`src/rtl/bif_pkg.sv`:
```
package bif_pkg;
  localparam int unsigned DATA_W    = 8;
  localparam int unsigned CFG_W     = 3;
  localparam int unsigned START_BIT = 3;

  typedef enum logic {
    LANE_CTRL = 1'b0,
    LANE_RSVD = 1'b1
  } lane_e;
endpackage

```
`src/rtl/bif_cfg_field.sv`:
```
module bif_cfg_field #(
  parameter int unsigned CFG_W = 3
) (
  input  logic             clk_i,
  input  logic             rst_ni,
  input  logic             we_i,
  input  logic [CFG_W-1:0] d_i,
  output logic [CFG_W-1:0] q_o
);
  always_ff @(posedge clk_i or negedge rst_ni) begin
    if (!rst_ni)   q_o <= '0;
    else if (we_i) q_o <= d_i;
  end
endmodule

```
`src/rtl/bif_launch_ctrl.sv`:
```
module bif_launch_ctrl #(
  parameter int unsigned CFG_W = 3
) (
  input  logic             clk_i,
  input  logic             rst_ni,
  input  logic             req_i,
  input  logic [CFG_W-1:0] cfg_i,
  output logic             start_o,
  output logic [CFG_W-1:0] launch_cfg_o
);
  logic armed_q;  // cleared on first accepted launch, set only by reset
  logic take;

  assign take = req_i && armed_q;

  always_ff @(posedge clk_i or negedge rst_ni) begin
    if (!rst_ni) begin
      armed_q      <= 1'b1;
      start_o      <= 1'b0;
      launch_cfg_o <= '0;
    end else begin
      start_o <= take;
      if (take) begin
        armed_q      <= 1'b0;
        launch_cfg_o <= cfg_i;
      end
    end
  end
endmodule

```
`src/rtl/bif_start_reg.sv`:
```
module bif_start_reg
  import bif_pkg::*;
(
  input  logic              clk_i,
  input  logic              rst_ni,
  input  logic              wr_en_i,
  input  logic              addr_i,
  input  logic [DATA_W-1:0] wdata_i,
  output logic [DATA_W-1:0] rdata_o,
  output logic              start_o,
  output logic [CFG_W-1:0]  cfg_o,
  output logic [CFG_W-1:0]  launch_cfg_o,
  input  logic              link_up_i,
  output logic              link_up_o
);
  localparam int unsigned PAD_W = DATA_W - CFG_W;

  logic wr_ctrl;
  assign wr_ctrl = wr_en_i && (lane_e'(addr_i) == LANE_CTRL);

  bif_cfg_field #(.CFG_W(CFG_W)) u_cfg (
    .clk_i (clk_i),
    .rst_ni(rst_ni),
    .we_i  (wr_ctrl),
    .d_i   (wdata_i[CFG_W-1:0]),
    .q_o   (cfg_o)
  );

  bif_launch_ctrl #(.CFG_W(CFG_W)) u_launch (
    .clk_i       (clk_i),
    .rst_ni      (rst_ni),
    .req_i       (wr_ctrl && wdata_i[START_BIT]),
    .cfg_i       (wdata_i[CFG_W-1:0]),
    .start_o     (start_o),
    .launch_cfg_o(launch_cfg_o)
  );

  // launch bit and reserved bits read as zero
  always_comb begin
    if (lane_e'(addr_i) == LANE_CTRL) rdata_o = {{PAD_W{1'b0}}, cfg_o};
    else                              rdata_o = '0;
  end

  always_ff @(posedge clk_i or negedge rst_ni) begin
    if (!rst_ni) link_up_o <= 1'b0;
    else         link_up_o <= link_up_i;
  end
endmodule

```
`config.mk`:
```
export PLATFORM = sky130hd
export DESIGN_NAME = bif_start_reg
export DESIGN_NICKNAME = d
export VERILOG_FILES = /design/src/rtl/bif_pkg.sv /design/src/rtl/bif_cfg_field.sv /design/src/rtl/bif_launch_ctrl.sv /design/src/rtl/bif_start_reg.sv
export SDC_FILE = /design/constraint.sdc
export NUM_CORES = 1
export LEC_CHECK = 0
export BUFFER_PORTS_ARGS = -buffer_cell sky130_fd_sc_hd__buf_2
export CAP_MARGIN = 10
export CORE_AREA = 4 4 41 43
export DETAILED_ROUTE_END_ITERATION = 8
export DIE_AREA = 0 0 45 47
export PLACE_DENSITY = 0.6
export SLEW_MARGIN = 20
export SYNTH_ARGS = -nofsm -noshare
export SYNTH_HDL_FRONTEND = slang
export SYNTH_SLANG_ARGS = --single-unit
```
`constraint.sdc`:
```
create_clock -name clk_i -period 2.33 [get_ports clk_i]
set_clock_uncertainty 0.05 [all_clocks]
set_input_delay 0.466 -clock clk_i [delete_from_list [all_inputs] [get_ports clk_i]]
set_output_delay 0.466 -clock clk_i [all_outputs]
set_load 0.03 [all_outputs]
```
# Word-level counts from Yosys, hierarchy flattened
# Index checks and enable logic that the tools add are counted.
[totals]
output_inout_bits = 16
input_bits = 13
ff_bits = 9
[op_classes]
reduce_logical = 3
n_bitwise = 1
n_mux = 1
[ops]
columns = ["operator", "n"]
rows = [
  ["$logic_and A1 B1 Y1", 3],
  ["$mux W3", 1],
  ["$not A1 Y1", 1],
]

# Logic depth before layout (Yosys ltp)
# Gate-level depths: netlist of run 1.
[depth]
ltp_word = 4
ltp_mapped = 2
ltp_nobuf = 2

# By module
# Synthesis of run 1 repeated with hierarchy kept, for this count alone.
[unflattened]
cells_unflattened = 29
hier_area_um2 = 410.4
[modules_own_cells]
columns = ["module", "seq_area_each_um2", "n_inst", "cells_each", "area_each_um2"]
rows = [
  ["bif_launch_ctrl", 126.4, 1, 11, 190.2],
  ["bif_start_reg", 25.0, 1, 12, 111.4],
  ["bif_cfg_field", 75.1, 1, 6, 108.9],
]

# Worst setup path after synthesis of run 1
# No wires, ideal clock.
[synth_path]
path_kind = "register -> output"
startpoint = "register u_cfg.q_o[0]"
endpoint = "output rdata_o[0]"
t_arrival_ns = 0.783
path_buffers = 0
path_slack_ns = 1.031
path_stages_with_launch = 2
cell_sequence = "dfrtp_1 > and2b_2"
[synth_between]
elab_chain_cells = 1
[synth_rtl]
columns = ["element", "line_no", "source"]
rows = [
  ["from (decl)", "bif_cfg_field.sv:8", "output logic [CFG_W-1:0] q_o"],
  ["from (signal assigned)", "bif_cfg_field.sv:12", "else if (we_i) q_o <= d_i;"],
  ["$mux W3", "bif_start_reg.sv:40", "if (lane_e'(addr_i) == LANE_CTRL) rdata_o = {{PAD_W{1'b0}}, cfg_o};"],
  ["to (decl)", "bif_start_reg.sv:9", "output logic [DATA_W-1:0] rdata_o,"],
]
# No other way between the ends.

# Worst setup path in the final report of run 1
[layout_path]
startpoint = "register u_cfg.q_o[1]"
endpoint = "output rdata_o[1]"
# Same word-level chain as after synthesis.

==> metrics.txt, run 1 <==
initial antenna violation count=0; Core Area=1300 sq um; pin count of the biggest net entering global routing=10; DRC violations left=0; CTS Hold Bufs=1; H-Tree Depth=1; Routed met1 length=334 microns; post-synthesis sequential area ratio=0.537; Mapped Cells=28; Site Rows=13; Routed Antenna Nets=0; Synth-to-Final Area Change=30.3%; hold crit path type=in2reg; synth warn=0; Routed WL=701 microns; synth unique cells=11; GP Congestion=0.622; power per cell area=670 nW/um^2; unrepaired setup endpoints after global routing=false; first-pass GRT wire length=1140 microns; Port Buf Inserts=19; Fin Hold WS=0.273 ns; setup TNS=0 ns; Vias=259; clock buffer depth=2; n_diodes=0; slowest cell on the critical path=dfrtp_1; register clock-pin slew on the reported worst setup and hold paths=0.06 ns; Initial Util=0.324; GRT Util Overall=0.0801; Req. time, crit path=1.81 ns; Tmin final=1.52 ns; Final Hold Fails=0; Die Ht=47 microns; CP endpoint kind=primary output; vias in the first global route=253; biggest area consumer among synthesized cells=dfrtp_1; post-cts resize count=0; Max-Cap Viols=0; clock latency at the later pin of the worst-skew pair=0.25 ns; metal3 WL=136 microns; CTS sink count=9; Synth Register Bits=9; Setup CP Type=reg2out; Root Buffer=clkbuf_4; Buffers & Inverters on Critical Path=1; total CTS buffers=3; final clock period utilization by the worst path=0.651; VDD IR max=0.000259 V; Crit Path Max Fanout=3; post-layout util=0.422; Final Max Slew Viols=0; die area=2120 sq um; first drt pass iteration count=2; Area contributors post-synth=dfrtp_1 47%, mux2_4 11%, buf_4 8.9%; grt ovf=0; total power=368 uW; crit path DAT=1.00 ns; nets=65; Avg Inst Size Synth=15.1 sq um; TritonCTS clock tree=yes; maximum clock frequency=659 MHz; met2 WL=230 microns; Iter 0 DRT Violations=2; CP delay by family, top=flip-flops; status=finished, final reports clean; DIE WIDTH=45 microns; num ports=29; Synth top area share=0.475; LEAKAGE=0.000331 uW; # setup viols final=0; share of layout cells above drive strength 1=0.667; DR top layer=met3; # Post-CTS Setup Buffers=0; DR WL/cell=10.6 microns; DR vias/cell=3.92; Synth Cell Area=422 sq um; max incr delay on CP=0.39 ns; hpwl dp=588 microns; CP Cell Sequence=and2b_2, buf_2; Worst Setup Start Kind=flop
-- flip-flops by register name (all words and copies together), names as in the netlist --
register / count
u_cfg.q_o: 3
u_launch.launch_cfg_o: 3
link_up_o: 1
u_launch.armed_q: 1
u_launch.start_o: 1
-- power breakdown --
group          internal [uW]  switching (uW)  total [uW]
Combinational           27.7            55.4        83.1
Clock                   65.7            49.1         115
Sequential               165            5.18         170
-- path summary, 6_finish.rpt --
path                            cells past startpoint             start  slack [ns]                       end
max in group asynchronous                           2            rst_ni        1.45          u_launch.armed_q
worst max register to register                      2  u_launch.armed_q        1.15  u_launch.launch_cfg_o[0]
worst min-delay path                                1         link_up_i        0.27                 link_up_o
min in group asynchronous                           2            rst_ni        0.53  u_launch.launch_cfg_o[1]
worst min register to register                      1  u_launch.armed_q        0.45          u_launch.armed_q
worst max-delay path                                2      u_cfg.q_o[1]        0.81                rdata_o[1]
-- cells by family after synthesis --
kind of cell	Yosys count	share of synthesized area
AOI/OAI and AO/OA	1	0.0178
buffers and inverters	6	0.0979
DFF	9	0.537
muxes	6	0.187
other	1	0.00889
and+or+nand+nor	5	0.151
-- placed cells by master (no fill, tap or decap) --
master and count:
dfstp_2 1, mux2_4 3, nand4b_4 1, clkbuf_1 1, buf_2 19, dlygate4sd3_1 1
clkbuf_4 3, a21boi_0 1, and2b_2 3, dfrtp_1 8, inv_1 1, mux2_2 3
conb_1 5, nor2b_4 1
-- Yosys cell counts (all sizes together) --
cell,n
a21boi,1
and2b,3
buf,5
conb,1
dfrtp,8
dfstp,1
inv,1
mux2,6
nand4b,1
nor2b,1
-- layer usage --
layer	vias to the layer above	global-route usage
met4	0	0.0526
met2	23	0.0847
li1	127	-
met1	109	0.113
met5	-	0
met3	0	0.0498
-- worst reg2reg max path: stages (launching register included) --
cell and delay (ns):
dfstp_2 0.55, nand4b_4 0.15, mux2_4 0.32
-- per-stage QoR --
stage / instance area, sq um / setup WS [ns] / std cells
detailed placement: 513 / 0.820 / 61
floorplan: 437 / 1.03 / 32
global placement: 513 / 0.822 / 61
finish: 549 / 0.814 / 66
global route: 549 / 0.763 / 66
CTS: 549 / 0.799 / 66
-- area by class of cell --
cell class | count | area (sq um)
sequential | 9 | 226
inverter | 1 | 3.75
tap | 15 | 18.8
fill | 127 | 752
multi-input combinational | 17 | 169
timing repair buffer | 20 | 105
clock buffer | 4 | 26.3
Power figures use the tool's default switching activity.
==> run 2: changes to the inputs <==
- clock period: 2.33 -> 1.5 ns (I/O delays scaled with it)
==> run 2 against run 1 <==
  * Hold slack worse by 0.16 ns
  * Final cell count unchanged
  * Combinational power up 55%
  * Count of clock-buffer cells in the layout unchanged
  * Die area unchanged
  * Sequential share of layout area unchanged
  * Global-route usage down 0.18 points
  * Critical path type unchanged
  * Largest cell class unchanged
==> metrics.txt, run 2 (synthesis gave the netlist of run 1 again) <==
status=finished, final reports clean; Site Rows=13; hpwl dp=598 microns; die area=2120 sq um; final clock period utilization by the worst path=0.900; grt met2 use=0.0847; gr busiest metal=met1; CTS sink count=9; Setup CP Type=reg2out; P_int=402 uW; area of the multi-input gates=169 sq um; maximum clock frequency=741 MHz; vias in the first global route=248; Die Ht=47 microns; FF/Latch Area=226 sq um; Largest regs=u_cfg.q_o: 3 flops, u_launch.launch_cfg_o: 3 flops; Root Buffer=clkbuf_4; Comb pwr share=0.225; GRT Util Overall=0.0783; Port Buf Inserts=19; share of layout cells above drive strength 1=0.667; hold crit path type=in2reg; grt ovf=0; Worst R2R Setup Slack=0.31 ns; Req. time, crit path=1.15 ns; first drt pass iteration count=1; first-pass GRT wire length=1130 microns; Tmin final=1.35 ns; # setup viols final=0; setup TNS=0 ns; # Post-CTS Setup Buffers=0; Iter 0 DRT Violations=0; LEAKAGE=0.000331 uW; Crit Path Max Fanout=3; switching share of power=0.302; CP endpoint kind=primary output; clock latency at the later pin of the worst-skew pair=0.25 ns; nets=65; met3 Use GR=0.0421; Routed WL=713 microns; GP Congestion=0.622; total CTS buffers=3; post-cts resize count=0; Final Hold Fails=0; met1 Use GR=0.120; unrepaired setup endpoints after global routing=false; Flop pwr share=0.460; DR vias/cell=3.89; Vias=257; Max-Cap Viols=0; Initial Util=0.324; Core Area=1300 sq um; clock network power share=0.315; Net Switching=174 uW; Synth-to-Final Area Change=30.3%; H-Tree Depth=1; register clock-pin slew on the reported worst setup and hold paths=0.06 ns; pin count of the biggest net entering global routing=10; crit path DAT=1.00 ns; VDD IR max=0.000399 V; Final Max Slew Viols=0; TritonCTS clock tree=yes; DR WL/cell=10.8 microns; n_diodes=0; initial antenna violation count=0; most frequent cells in the layout=19 x buf_2, 8 x dfrtp_1, 5 x conb_1; Worst Setup Start Kind=flop; power per cell area=1050 nW/um^2; post-place setup slack=0.318 ns; clock buffer depth=2; DIE WIDTH=45 microns; Routed Antenna Nets=0; DRC violations left=0; Fill cells=129; most common cell after layout, fill and taps aside=buf_2; num ports=29; Final WS setup=0.150 ns
## run 2: per-layer routing
layer / vias to the layer above / routed length, microns
li1: 126 / -
met1: 108 / 344
met2: 23 / 236
met3: 0 / 133
met4: 0 / 0
met5: - / 0
## run 2: worst max-delay path, cell delays in order (launching register included)
cell	delay, ns
dfrtp_1	0.39
and2b_2	0.19
buf_2	0.17
## run 2: cell type report
type | instances | share of cell area
multi-input cells | 17 | 0.308
flip-flops and latches | 9 | 0.412
inverters | 1 | 0.00683
clock buffers | 4 | 0.0478
repair buffers | 20 | 0.191
well taps | 15 | 0.0342
## run 2: through the flow
| step | hold slack [ns] | area [sq um] | util | power, uW | cells |
|---|---|---|---|---|---|
| global route | 0.0990 | 549 | 0.422 | 602 | 66 |
| floorplan | -0.0456 | 437 | - | 364 | 32 |
| detailed placement | 0.111 | 513 | 0.394 | 398 | 61 |
| finish | 0.109 | 549 | 0.422 | 575 | 66 |
| CTS | 0.104 | 549 | 0.422 | 583 | 66 |
| global placement | 0.110 | 513 | 0.394 | 396 | 61 |
## run 2: worst paths after layout
kind | startpoint | to | depth (start not counted)
min | link_up_i | link_up_o | 1
min reg2reg | u_launch.launch_cfg_o[0] | u_launch.launch_cfg_o[0] | 1
max | u_cfg.q_o[1] | rdata_o[1] | 2
min in group asynchronous | rst_ni | u_launch.start_o | 2
max reg2reg | u_launch.armed_q | u_launch.launch_cfg_o[2] | 2
max in group asynchronous | rst_ni | u_launch.armed_q | 2
## run 2: timing repair
action	in CTS	in global routing
hold buffers	1	0
endpoints found under the hold margin	8	0
endpoints found under the setup margin	0	0
## run 2: power by group through the flow
stage | registers (uW) | logic, uW | clock network [uW]
2_1_floorplan | 295 | 68.3 | 0
6_report | 265 | 129 | 181
4_1_cts | 265 | 131 | 187
5_1_grt | 267 | 137 | 198
3_3_place_gp | 269 | 128 | 0
3_5_place_dp | 269 | 129 | 0
==> run 3: changes to the inputs <==
- CTS_CLUSTER_SIZE: not set -> 16
- GPL_TIMING_DRIVEN: not set -> 0
==> run 3 against run 2 <==
  * Final cell count is 7.6% higher
  * Combinational power is 8% higher
  * Sequential cell count stayed put
  * Via count is 5.4% higher
  * Critical endpoint is now rdata_o[0]
  * Largest cell class unchanged
==> metrics.txt, run 3 (synthesis gave the netlist of run 1 again) <==
status=finished, final reports clean; maximum clock frequency=741 MHz; Largest regs=u_cfg.q_o: 3 flops, u_launch.launch_cfg_o: 3 flops; Core Area=1300 sq um; # Post-CTS Setup Buffers=0; # setup viols final=0; Buffers & Inverters on Critical Path=1; nets=70; max incr delay on CP=0.39 ns; Setup CP Type=reg2out; Initial Util=0.324; grt ovf=0; Fill cells=132; CP endpoint kind=primary output; CP Cell Sequence=and2b_2, buf_2; register clock-pin slew on the reported worst setup and hold paths=0.06 ns; Site Rows=13; setup TNS=0 ns; slowest cell on the critical path=dfrtp_1; Max-Cap Viols=0; Synth-to-Final Area Change=39.2%; die area=2120 sq um; clock buffer depth=2; n_diodes=0; Crit Path Max Fanout=3; Routed WL=724 microns; vias in the first global route=255; num ports=29; GP Congestion=0.644; power per cell area=990 nW/um^2; Fin Hold WS=0.113 ns; unrepaired setup endpoints after global routing=false; GRT Util Overall=0.0776; DR WL/cell=10.2 microns; Root Buffer=clkbuf_4; initial antenna violation count=0; TritonCTS clock tree=yes; CP delay by family, top=flip-flops; H-Tree Depth=1; Final Hold Fails=0; clock latency at the later pin of the worst-skew pair=0.25 ns; DIE WIDTH=45 microns; post-cts resize count=0; most frequent cells in the layout=19 x buf_2, 8 x dfrtp_1, 5 x buf_4, 5 x conb_1; Routed Antenna Nets=0; Port Buf Inserts=19; VDD IR max=0.000483 V; Tmin final=1.35 ns; Iter 0 DRT Violations=0; most common cell after layout, fill and taps aside=buf_2; DRC violations left=0; CTS sink count=9; Req. time, crit path=1.15 ns; crit path DAT=1.00 ns; Final Max Slew Viols=0; Worst Setup Start Kind=flop; first-pass GRT wire length=1110 microns; DR vias/cell=3.82; Vias=271; Die Ht=47 microns; final clock period utilization by the worst path=0.900; total CTS buffers=3; first drt pass iteration count=1; FF/Latch Area=226 sq um; pin count of the biggest net entering global routing=10; area of the multi-input gates=169 sq um; LEAKAGE=0.000358 uW; hold crit path type=in2reg; share of layout cells above drive strength 1=0.696
[run 3: changes by cell type in the layout (fill, tap and decap cells not counted), sizes merged]
cell	before	now
buf	19	24
[run 3: report_power, final]
part	internal [uW]	total (uW)	switching (uW)	leakage (uW)
clock network	102	177	75.3	0.0000150
logic	51.8	139	87.5	0.000230
registers	256	265	8.26	0.000113
total	410	581	171	0.000358
[run 3: metal layers]
| metal | global-route usage | share of wire | up-vias | wire length [microns] |
|---|---|---|---|---|
| met2 | 0.0932 | 0.35 | 23 | 254 |
| met5 | 0 | 0 | - | 0 |
| met1 | 0.113 | 0.47 | 109 | 343 |
| met4 | 0.0351 | 0 | 0 | 0 |
| met3 | 0.0383 | 0.17 | 0 | 126 |
| li1 | - | - | 139 | - |
[run 3: repair_timing]
action | in CTS | in global routing
hold endpoints to repair | 8 | 0
setup endpoints to repair | 0 | 0
hold buffers | 1 | 0
[run 3: final cells by class]
class,count,area share
sequential,9,0.386
multi-input combinational,17,0.288
timing repair buffer,20,0.179
buffer,5,0.0640
clock buffer,4,0.0448
tap,15,0.0320
inverter,1,0.00640
[run 3: path summary, 6_finish.rpt]
check	endpoint	startpoint	cells past startpoint	slack (ns)
max	rdata_o[0]	u_cfg.q_o[0]	2	0.15
min	link_up_o	link_up_i	1	0.11
max reg2reg	u_launch.launch_cfg_o[1]	u_launch.armed_q	2	0.32
min reg2reg	u_launch.launch_cfg_o[0]	u_launch.launch_cfg_o[0]	1	0.46
max in group asynchronous	u_launch.armed_q	rst_ni	2	0.79
min in group asynchronous	u_launch.launch_cfg_o[0]	rst_ni	2	0.37
[run 3: per-stage QoR]
stage / cells / area [sq um] / power, uW / setup slack (ns) / util
after floorplan: 32 / 437 / 364 / 0.355 / -
after global placement: 66 / 551 / 407 / 0.324 / 0.423
after detailed placement: 66 / 551 / 407 / 0.324 / 0.423
after CTS: 71 / 587 / 591 / 0.139 / 0.451
after global routing: 71 / 587 / 612 / 0.109 / 0.451
final: 71 / 587 / 581 / 0.150 / 0.451
[run 3: worst reg2reg max path, stage by stage, from the launching register on]
cell and delay (ns):
dfstp_2 0.55, nand4b_4 0.15, mux2_4 0.32
